==> config.mk <==
export PLATFORM = sky130hd
export DESIGN_NAME = tvpll_ctrl_regs
export DESIGN_NICKNAME = d
export VERILOG_FILES = /design/src/rtl/tvpll_pkg.sv /design/src/rtl/tvpll_mask_reg.sv /design/src/rtl/tvpll_rate_calc.sv /design/src/rtl/tvpll_ctrl_regs.sv
export SDC_FILE = /design/constraint.sdc
export NUM_CORES = 1
export LEC_CHECK = 0
export CORE_ASPECT_RATIO = 1.1
export CORE_MARGIN = 3
export CORE_UTILIZATION = 55
export DETAILED_ROUTE_END_ITERATION = 10
export HOLD_SLACK_MARGIN = 0.02
export PLACE_DENSITY = 0.75
export SKIP_LAST_GASP = 1
export SLEW_MARGIN = 20
export SYNTH_ARGS = -nofsm -noshare
export SYNTH_HDL_FRONTEND = slang
export SYNTH_HIERARCHICAL = 1
export SYNTH_SLANG_ARGS = --single-unit
==> constraint.sdc <==
create_clock -name clk -period 10.4 [get_ports clk]
set_input_delay 1.56 -clock clk [delete_from_list [all_inputs] [get_ports clk]]
set_output_delay 1.56 -clock clk [all_outputs]
set_load 0.02 [all_outputs]
==> src/rtl/tvpll_pkg.sv <==
package tvpll_pkg;
    localparam int WORD_W   = 16;
    localparam int BUS_W    = 32;
    localparam int BIT_RUN  = 0;
    localparam int BIT_FRAC = 1;
    localparam int BIT_MODS = 2;
    localparam int BIT_PHS  = 4;
    localparam int BIT_BYP  = 15;
    localparam int NUM_LO   = 6;
    localparam int NUM_W    = 7;
    localparam int SHR_LO   = 7;
    localparam int SHR_W    = 2;
    localparam int FBD_LO   = 0;
    localparam int FBD_W    = 8;
    localparam int IND_LO   = 8;
    localparam int IND_W    = 7;
    localparam logic [6:0] MOD_HI = 7'd91;
    localparam logic [6:0] MOD_LO = 7'd55;

    typedef enum logic [1:0] {
        CALC_IDLE = 2'd0,
        CALC_LOAD = 2'd1,
        CALC_DIV  = 2'd2
    } calc_state_e;
endpackage

==> src/rtl/tvpll_mask_reg.sv <==
module tvpll_mask_reg #(
    parameter int             W       = 16,
    parameter logic [W-1:0]   RST_VAL = '0
) (
    input  logic         clk,
    input  logic         rst_n,
    input  logic         wr_en,
    input  logic [W-1:0] wr_bits,
    input  logic [W-1:0] wr_enable,
    output logic [W-1:0] word
);
    logic [W-1:0] word_d, word_q;

    always_comb begin
        word_d = word_q;
        if (wr_en) begin
            word_d = (word_q & ~wr_enable) | (wr_bits & wr_enable);
        end
    end

    always_ff @(posedge clk or negedge rst_n) begin
        if (!rst_n) begin
            word_q <= RST_VAL;
        end else begin
            word_q <= word_d;
        end
    end

    assign word = word_q;
endmodule

==> src/rtl/tvpll_rate_calc.sv <==
module tvpll_rate_calc
    import tvpll_pkg::*;
#(
    parameter int unsigned REF_HZ = 27000000,
    parameter int          RATE_W = 32,
    parameter int          M_W    = 7,
    parameter int          N_W    = 8,
    parameter int          R_W    = 2
) (
    input  logic              clk,
    input  logic              rst_n,
    input  logic              go,
    input  logic              byp,
    input  logic              fra,
    input  logic [M_W-1:0]    m_fld,
    input  logic [N_W-1:0]    n_fld,
    input  logic [R_W-1:0]    r_fld,
    output logic [RATE_W-1:0] rate,
    output logic              done,
    output logic              frac
);
    localparam int CNT_W  = $clog2(RATE_W + 1);
    localparam int REM_W  = M_W + 2;
    localparam int PROD_W = RATE_W + N_W + 1;

    typedef struct packed {
        calc_state_e      st;
        logic [CNT_W-1:0] cnt;
        logic [REM_W-1:0] rem;
        logic [RATE_W-1:0] quo;
        logic [M_W:0]     dvs;
        logic [N_W:0]     mul;
        logic [R_W-1:0]   shr;
        logic [RATE_W-1:0] rate;
        logic             done;
        logic             frac;
    } calc_t;

    calc_t s_d, s_q;

    logic [REM_W-1:0]  rem_sh;
    logic [RATE_W-1:0] quo_n;
    logic [PROD_W-1:0] prod;

    always_comb begin
        s_d    = s_q;
        s_d.done = 1'b0;
        rem_sh = '0;
        quo_n  = '0;
        prod   = '0;
        case (s_q.st)
            CALC_LOAD: begin
                if (byp) begin
                    s_d.rate = RATE_W'(REF_HZ);
                    s_d.frac = 1'b0;
                    s_d.done = 1'b1;
                    s_d.st   = CALC_IDLE;
                end else if (fra) begin
                    s_d.rate = '0;
                    s_d.frac = 1'b1;
                    s_d.done = 1'b1;
                    s_d.st   = CALC_IDLE;
                end else begin
                    s_d.dvs = {1'b0, m_fld} + 1'b1;
                    s_d.mul = {1'b0, n_fld} + 1'b1;
                    s_d.shr = r_fld;
                    s_d.quo = RATE_W'(REF_HZ);
                    s_d.rem = '0;
                    s_d.cnt = CNT_W'(RATE_W);
                    s_d.st  = CALC_DIV;
                end
            end
            CALC_DIV: begin
                rem_sh = {s_q.rem[REM_W-2:0], s_q.quo[RATE_W-1]};
                if (rem_sh >= REM_W'(s_q.dvs)) begin
                    rem_sh = rem_sh - REM_W'(s_q.dvs);
                    quo_n  = {s_q.quo[RATE_W-2:0], 1'b1};
                end else begin
                    quo_n  = {s_q.quo[RATE_W-2:0], 1'b0};
                end
                s_d.rem = rem_sh;
                s_d.quo = quo_n;
                s_d.cnt = s_q.cnt - 1'b1;
                if (s_q.cnt == CNT_W'(1)) begin
                    prod     = (PROD_W'(quo_n) * PROD_W'(s_q.mul)) >> s_q.shr;
                    s_d.rate = prod[RATE_W-1:0];
                    s_d.frac = 1'b0;
                    s_d.done = 1'b1;
                    s_d.st   = CALC_IDLE;
                end
            end
            default: begin
            end
        endcase
        if (go) begin
            s_d.st   = CALC_LOAD;
            s_d.done = 1'b0;
            s_d.rate = s_q.rate;
            s_d.frac = s_q.frac;
        end
    end

    always_ff @(posedge clk or negedge rst_n) begin
        if (!rst_n) begin
            s_q <= '{st: CALC_IDLE, default: '0};
        end else begin
            s_q <= s_d;
        end
    end

    assign rate = s_q.rate;
    assign done = s_q.done;
    assign frac = s_q.frac;
endmodule

==> src/rtl/tvpll_ctrl_regs.sv <==
module tvpll_ctrl_regs
    import tvpll_pkg::*;
#(
    parameter int unsigned REF_HZ = 27000000,
    parameter int          RATE_W = 32,
    parameter int          NREG   = 3,
    parameter int          ADDR_W = 2
) (
    input  logic              clk,
    input  logic              rst_n,
    input  logic              bus_wr,
    input  logic [ADDR_W-1:0] bus_addr,
    input  logic [BUS_W-1:0]  bus_wdata,
    output logic [BUS_W-1:0]  bus_rdata,
    input  logic              calc_start,
    output logic [RATE_W-1:0] rate_out,
    output logic              rate_done,
    output logic              frac_mode,
    output logic              pll_enabled,
    output logic [6:0]        frac_modulus
);
    logic [WORD_W-1:0] words [NREG];
    logic              hit_any;
    logic              launch;

    for (genvar g = 0; g < NREG; g++) begin : g_word
        logic sel;
        assign sel = bus_wr && (bus_addr == ADDR_W'(g));
        tvpll_mask_reg #(
            .W       (WORD_W),
            .RST_VAL ((g == 0) ? 16'h0001 : 16'h0000)
        ) u_word (
            .clk       (clk),
            .rst_n     (rst_n),
            .wr_en     (sel),
            .wr_bits   (bus_wdata[WORD_W-1:0]),
            .wr_enable (bus_wdata[BUS_W-1:WORD_W]),
            .word      (words[g])
        );
    end

    always_comb begin
        hit_any   = 1'b0;
        bus_rdata = '0;
        for (int i = 0; i < NREG; i++) begin
            if (bus_addr == ADDR_W'(i)) begin
                bus_rdata[WORD_W-1:0] = words[i];
                hit_any = bus_wr;
            end
        end
        launch = calc_start | hit_any;
    end

    tvpll_rate_calc #(
        .REF_HZ (REF_HZ),
        .RATE_W (RATE_W),
        .M_W    (IND_W),
        .N_W    (FBD_W),
        .R_W    (SHR_W)
    ) u_calc (
        .clk   (clk),
        .rst_n (rst_n),
        .go    (launch),
        .byp   (words[0][BIT_BYP]),
        .fra   (words[0][BIT_FRAC]),
        .m_fld (words[2][IND_LO +: IND_W]),
        .n_fld (words[2][FBD_LO +: FBD_W]),
        .r_fld (words[1][SHR_LO +: SHR_W]),
        .rate  (rate_out),
        .done  (rate_done),
        .frac  (frac_mode)
    );

    assign pll_enabled  = words[0][BIT_RUN];
    assign frac_modulus = words[0][BIT_MODS] ? MOD_LO : MOD_HI;
endmodule

# --- After elaboration in Yosys (flattened, before gate mapping) ---
# Cells that the tools add are included.
word_totals:
  regBits: 149
  elab_cells: 74
  out_inout_bits: 74
op_classes:
  n_bitwise: 12
  eq_ne: 10
  n_mux: 22
  addsub: 4
  n_shift: 1
  n_mul: 1
  order_cmp: 1
  reduce_logical: 10
ops:
  columns: ["cell", "n"]
  rows:
  - ["66-bit two-way mux", 2]
  - ["34-bit two-way mux", 3]
  - ["49-bit case mux with 2 select lines", 1]
  - ["34-bit case mux with 2 select lines", 1]
  - ["16-bit AND", 4]
  - ["16-bit two-way mux", 3]
  - ["16-bit bitwise OR", 3]
  - ["32-bit by 9-bit multiplier with 41-bit output", 1]
  - ["41-bit by 2-bit right shift with 32-bit output", 1]
  - ["32-bit two-way mux", 1]
  - ["16-bit inverter", 1]
  - ["2-bit two-way mux", 5]
  - ["8-bit by 1-bit adder with 9-bit output (second input constant)", 1]
  - ["9-bit by 8-bit >= comparator with 1-bit output", 1]
  - ["9-bit two-way mux", 1]
  - ["9-bit by 8-bit subtractor with 9-bit output", 1]
  - ["7-bit by 1-bit adder with 8-bit output (second input constant)", 1]
  - ["7-bit two-way mux", 1]
  - ["6-bit by 1-bit == test with 1-bit output (second input constant)", 1]
  - ["3-bit AND reduction", 2]
  - ["6-bit by 1-bit subtractor with 6-bit output (second input constant)", 1]
  - ["2-bit by 1-bit == test with 1-bit output (second input constant)", 2]
  - ["2-bit == test (second input constant)", 2]
  - ["1-bit two-way mux", 4]
  - ["12 further kinds", 17]

# --- Logic depth before layout (Yosys ltp) ---
depth:
  ltp_word: 8
  mapped_depth: 29
  mapped_depth_nobuf: 28

# --- Modules after synthesis ---
# Netlist, hierarchy kept.
modules_own_cells:
  columns: ["mod", "seq_area_each_um2", "cells_per_inst", "area_per_inst_um2", "instances"]
  rows:
  - ["tvpll_rate_calc", 2527.4, 1525, 13566.8, 1]
  - ["tvpll_mask_reg (g_word[1].u_word ...)", 400.4, 50, 700.7, 2]
  - ["tvpll_mask_reg (g_word[0].u_word)", 401.6, 50, 701.9, 1]
  - ["tvpll_ctrl_regs", 0.0, 68, 561.8, 1]

# --- Worst setup path before layout ---
# Ideal clock, no wire load.
synth_timing:
  path_kind: "register -> register"
  start: "reg u_calc/s_q[46] in the netlist's numbering"
  end: "reg u_calc.s_q, in the netlist u_calc/rate[31]"
  setup_slack_ns: 3.892
  stages_incl_launch_ff: 27
  required_ns: 10.318
  synth_period_minus_slack_ns: 6.508
  setup_ns: 0.082
  t_arrival_ns: 6.426
  path_buffers: 1
  path_cell_list: "dfrtp_1 inv_1 ha_1 nor2b_1 o21ai_0 a21boi_0 o21a_1 o21ai_0 nand2b_1 a31oi_2 buf_2 nand2b_1 fa_1 fa_1 fa_1 fa_1 inv_1 ha_1 a21oi_1 o211ai_1 a31oi_1 a21oi_1 o41ai_4 mux2_2 a211oi_2 o221ai_1 a22oi_2"
synth_via:
  elab_chain_cells: 7
synth_lines:
  columns: ["element", "line_no", "rtl"]
  rows:
  - ["start, declared", "tvpll_rate_calc.sv:39", "calc_t s_d, s_q;"]
  - ["start signal, assigned", "tvpll_rate_calc.sv:105", "s_q <= '{st: CALC_IDLE, default: '0};"]
  - ["start signal, assigned", "tvpll_rate_calc.sv:107", "s_q <= s_d;"]
  - ["9-bit by 8-bit >= comparator with 1-bit output", "tvpll_rate_calc.sv:75", "if (rem_sh >= REM_W'(s_q.dvs)) begin"]
  - ["1-bit two-way mux", "tvpll_rate_calc.sv:75", null]
  - ["32-bit two-way mux", "tvpll_rate_calc.sv:51", "case (s_q.st)"]
  - ["32-bit by 9-bit multiplier with 41-bit output", "tvpll_rate_calc.sv:85", "prod = (PROD_W'(quo_n) * PROD_W'(s_q.mul)) >> s_q.shr;"]
  - ["41-bit by 2-bit right shift with 32-bit output", "tvpll_rate_calc.sv:85", null]
  - ["34-bit two-way mux", "tvpll_rate_calc.sv:84", "if (s_q.cnt == CNT_W'(1)) begin"]
  - ["34-bit case mux with 2 select lines", "tvpll_rate_calc.sv:51", null]
# Every way passes these cells. The select of a mux whose other input is x is not followed.
# A chain may end at the register's enable or synchronous reset.

# --- Worst setup path in the final report ---
# Same ends and word-level chain as after synthesis.

==> results.yml <==
logic_synthesis:
  synth_cells: 1743
  synth_edf_count: 0
  yosysWarnings: 6
  synth_seq_cells: 149
  ys.flop_type: "dfrtp_1"
  synth_top_area_cell: "fa_1"
  ys_async_sr_fraction_pct: 100
  synth_area_leaders: "fa_1, dfrtp_1, nand2_1"
  yosysUniqueCellTypes: 78
  syn_area_per_cell_um2: 9.31
  yosysSeqAreaShare_pct: 23.0
  syn-cell-area_um2: 16200
  netlist.area_leader.share_pct: 24.5
detailed_routing:
  drcViolationCount: 0
  highest-signal-layer: "met4"
  drt_iter0_markers: 882
  num_vias: 12100
  m1WireLength_um: 15600
  wl_per_cell_um: 18.3
  via_per_inst: 5.74
  ant_nets: 0
  wl_um: 38600
  wl_met2_um: 19700
  drtPass1Iterations: 5
  wl_met3_um: 1580
setup_path:
  crit_fanout: 17
  crit_start: "u_calc/s_q[46]"
  critPathKind: "flip-flop to flip-flop"
  cp_top_family: "compound AO/OA/AOI/OAI gates"
  critPathMaxStageDelay_ns: 0.81
  cp.arrival_ns: 7.60
  critPathSlowestCell: "a31oi_2"
  crit_buf_inv: 2
  cp-end-kind: "flip-flop"
  cpMostUsedCell: "fa_1"
  timing.rr.start: "u_calc/s_q[46]"
  critPathLaunchType: "flip-flop"
  required_ns: 10.76
global_route:
  grt_antenna_before_repair: 0
  grt_pass1_vias: 12800
  grt_pass1_wl_um: 65100
  overflow: 0
  grt_max_degree: 91
  grtUsageTotal_pct: 25.8
sta:
  finalSetupViolCount: 0
  fin_worst_skew_ns: 0.0133
  fmax_mhz: 138
  tns_ns: 0
  post-route-period-util_pct: 69.7
  slew-limit-headroom_pct: 29.2
  tightest_slew_ns: 1.06
  finalHoldViolCount: 0
  period_needed_ns: 7.25
  rsz0062_at_grt: "false"
  finalMaxSlewViolations: 0
finish:
  final_common_cell: "nand2_1"
  nets: 2020
  mostFrequentLayoutCells: "nand2_1, inv_1, fa_1, dfrtp_1, and2_1"
  area_growth_pct: 7.91
  drive_above_1_share_pct: 7.54
  antenna_cells: 0
clock_tree:
  numCtsBuffers: 17
  clk_latency_ns: 0.44
  tritoncts: "built"
  cts_sinks: 149
  root_buffer: "clkbuf_16"
  cts_max_path_buffers: 2
  cts.reportedPaths.clkPinSlew_ns: 0.07
  cts_resized: 0
  cts_setup_buffers: 0
  holdBufCountCts: 0
  htreeDepth: 4
floorplanning:
  dieArea_um2: 31600
  row_count: 65
  core_um2: 28900
  die_w_um: 170
  die-height_um: 186
  ios: 112
  start_util_pct: 56.2
worst_hold_path:
  hp-class: "flip-flop to flip-flop"
  min_from: "u_calc/rate[2]"
placement:
  gp_congestion: 0.931
  post-dp-hpwl_um: 28900
  portBuffers: 92
outcome:
  status: "completed"
flow_run:
  drv_cap: 0
synth_stat cells (30+ instances only):
| master | instances |
|---|---|
| clkbuf_1 | 81 |
| buf_4 | 54 |
| and2_1 | 109 |
| mux2_4 | 30 |
| xnor2_1 | 35 |
| nand2_1 | 285 |
| inv_1 | 219 |
| nor2_1 | 46 |
| mux2i_1 | 45 |
| fa_1 | 199 |
| dfrtp_1 | 148 |
| ha_1 | 58 |
| o21ai_0 | 57 |
| a21oi_1 | 56 |
kinds of logic after synthesis:
kind of cell / share of synthesized area (%)
adder cells (fa/ha/maj): 29.0
flip-flops: 23.0
other: 0.0463
buffers and inverters: 10.7
AND/OR/NAND/NOR: 15.0
multiplexers: 7.35
AO/OA/AOI/OAI: 11.9
XOR/XNOR: 2.91
worst reg2reg max path, delay by kind of cell (launching register included):
family / cells / cell delay (ns)
AO/OA/AOI/OAI: 13 / 3.31
adder cells (fa/ha/maj): 6 / 2.51
AND/OR/NAND/NOR: 3 / 0.47
multiplexers: 1 / 0.40
flip-flops: 1 / 0.38
buffers and inverters: 2 / 0.11
path summary, 6_finish.rpt:
| check | endpoint | slack (ns) | cells after the start |
|---|---|---|---|
| hold reg to reg | u_calc/rate[2] | 0.48 | 2 |
| setup reg to reg | u_calc/rate[31] | 3.15 | 25 |
| max in group asynchronous | u_calc/rate[23] | 7.91 | 2 |
| min in group asynchronous | asynchronous set/reset pin | 1.16 | 1 |
| hold / removal | u_calc/rate[2] | 0.48 | 2 |
| setup / recovery | u_calc/rate[31] | 3.15 | 25 |
cell type report:
| cell class | count | area, um2 |
|---|---|---|
| well taps | 368 | 460 |
| repair buffers | 111 | 1060 |
| clock inverters | 14 | 163 |
| inverters | 219 | 822 |
| flip-flops and latches | 149 | 3730 |
| clock buffers | 18 | 429 |
| multi-input cells | 1227 | 10800 |
| fillers | 2423 | 11400 |
per-stage QoR:
step | util (%) | hold WS [ns] | area [um2] | setup WS, ns | instances
after floorplan | - | 0.450 | 16300 | 3.89 | 1760
after global placement | 58.6 | 0.461 | 16900 | 3.41 | 2074
after detailed placement | 58.6 | 0.468 | 16900 | 3.20 | 2074
after CTS | 60.7 | 0.484 | 17500 | 3.15 | 2106
after global routing | 60.7 | 0.500 | 17500 | 2.60 | 2106
final | 60.7 | 0.481 | 17500 | 3.15 | 2106
layer usage:
metal | global-route usage, % | vias to the layer above
li1 | - | 5511
met1 | 32.5 | 6139
met2 | 45.0 | 355
met3 | 2.90 | 81
met4 | 11.5 | 0
met5 | 0 | -
Power is left out: the tool's default activity adds up to more than one toggle a clock period on the data nets, which glitch-free logic cannot reach.
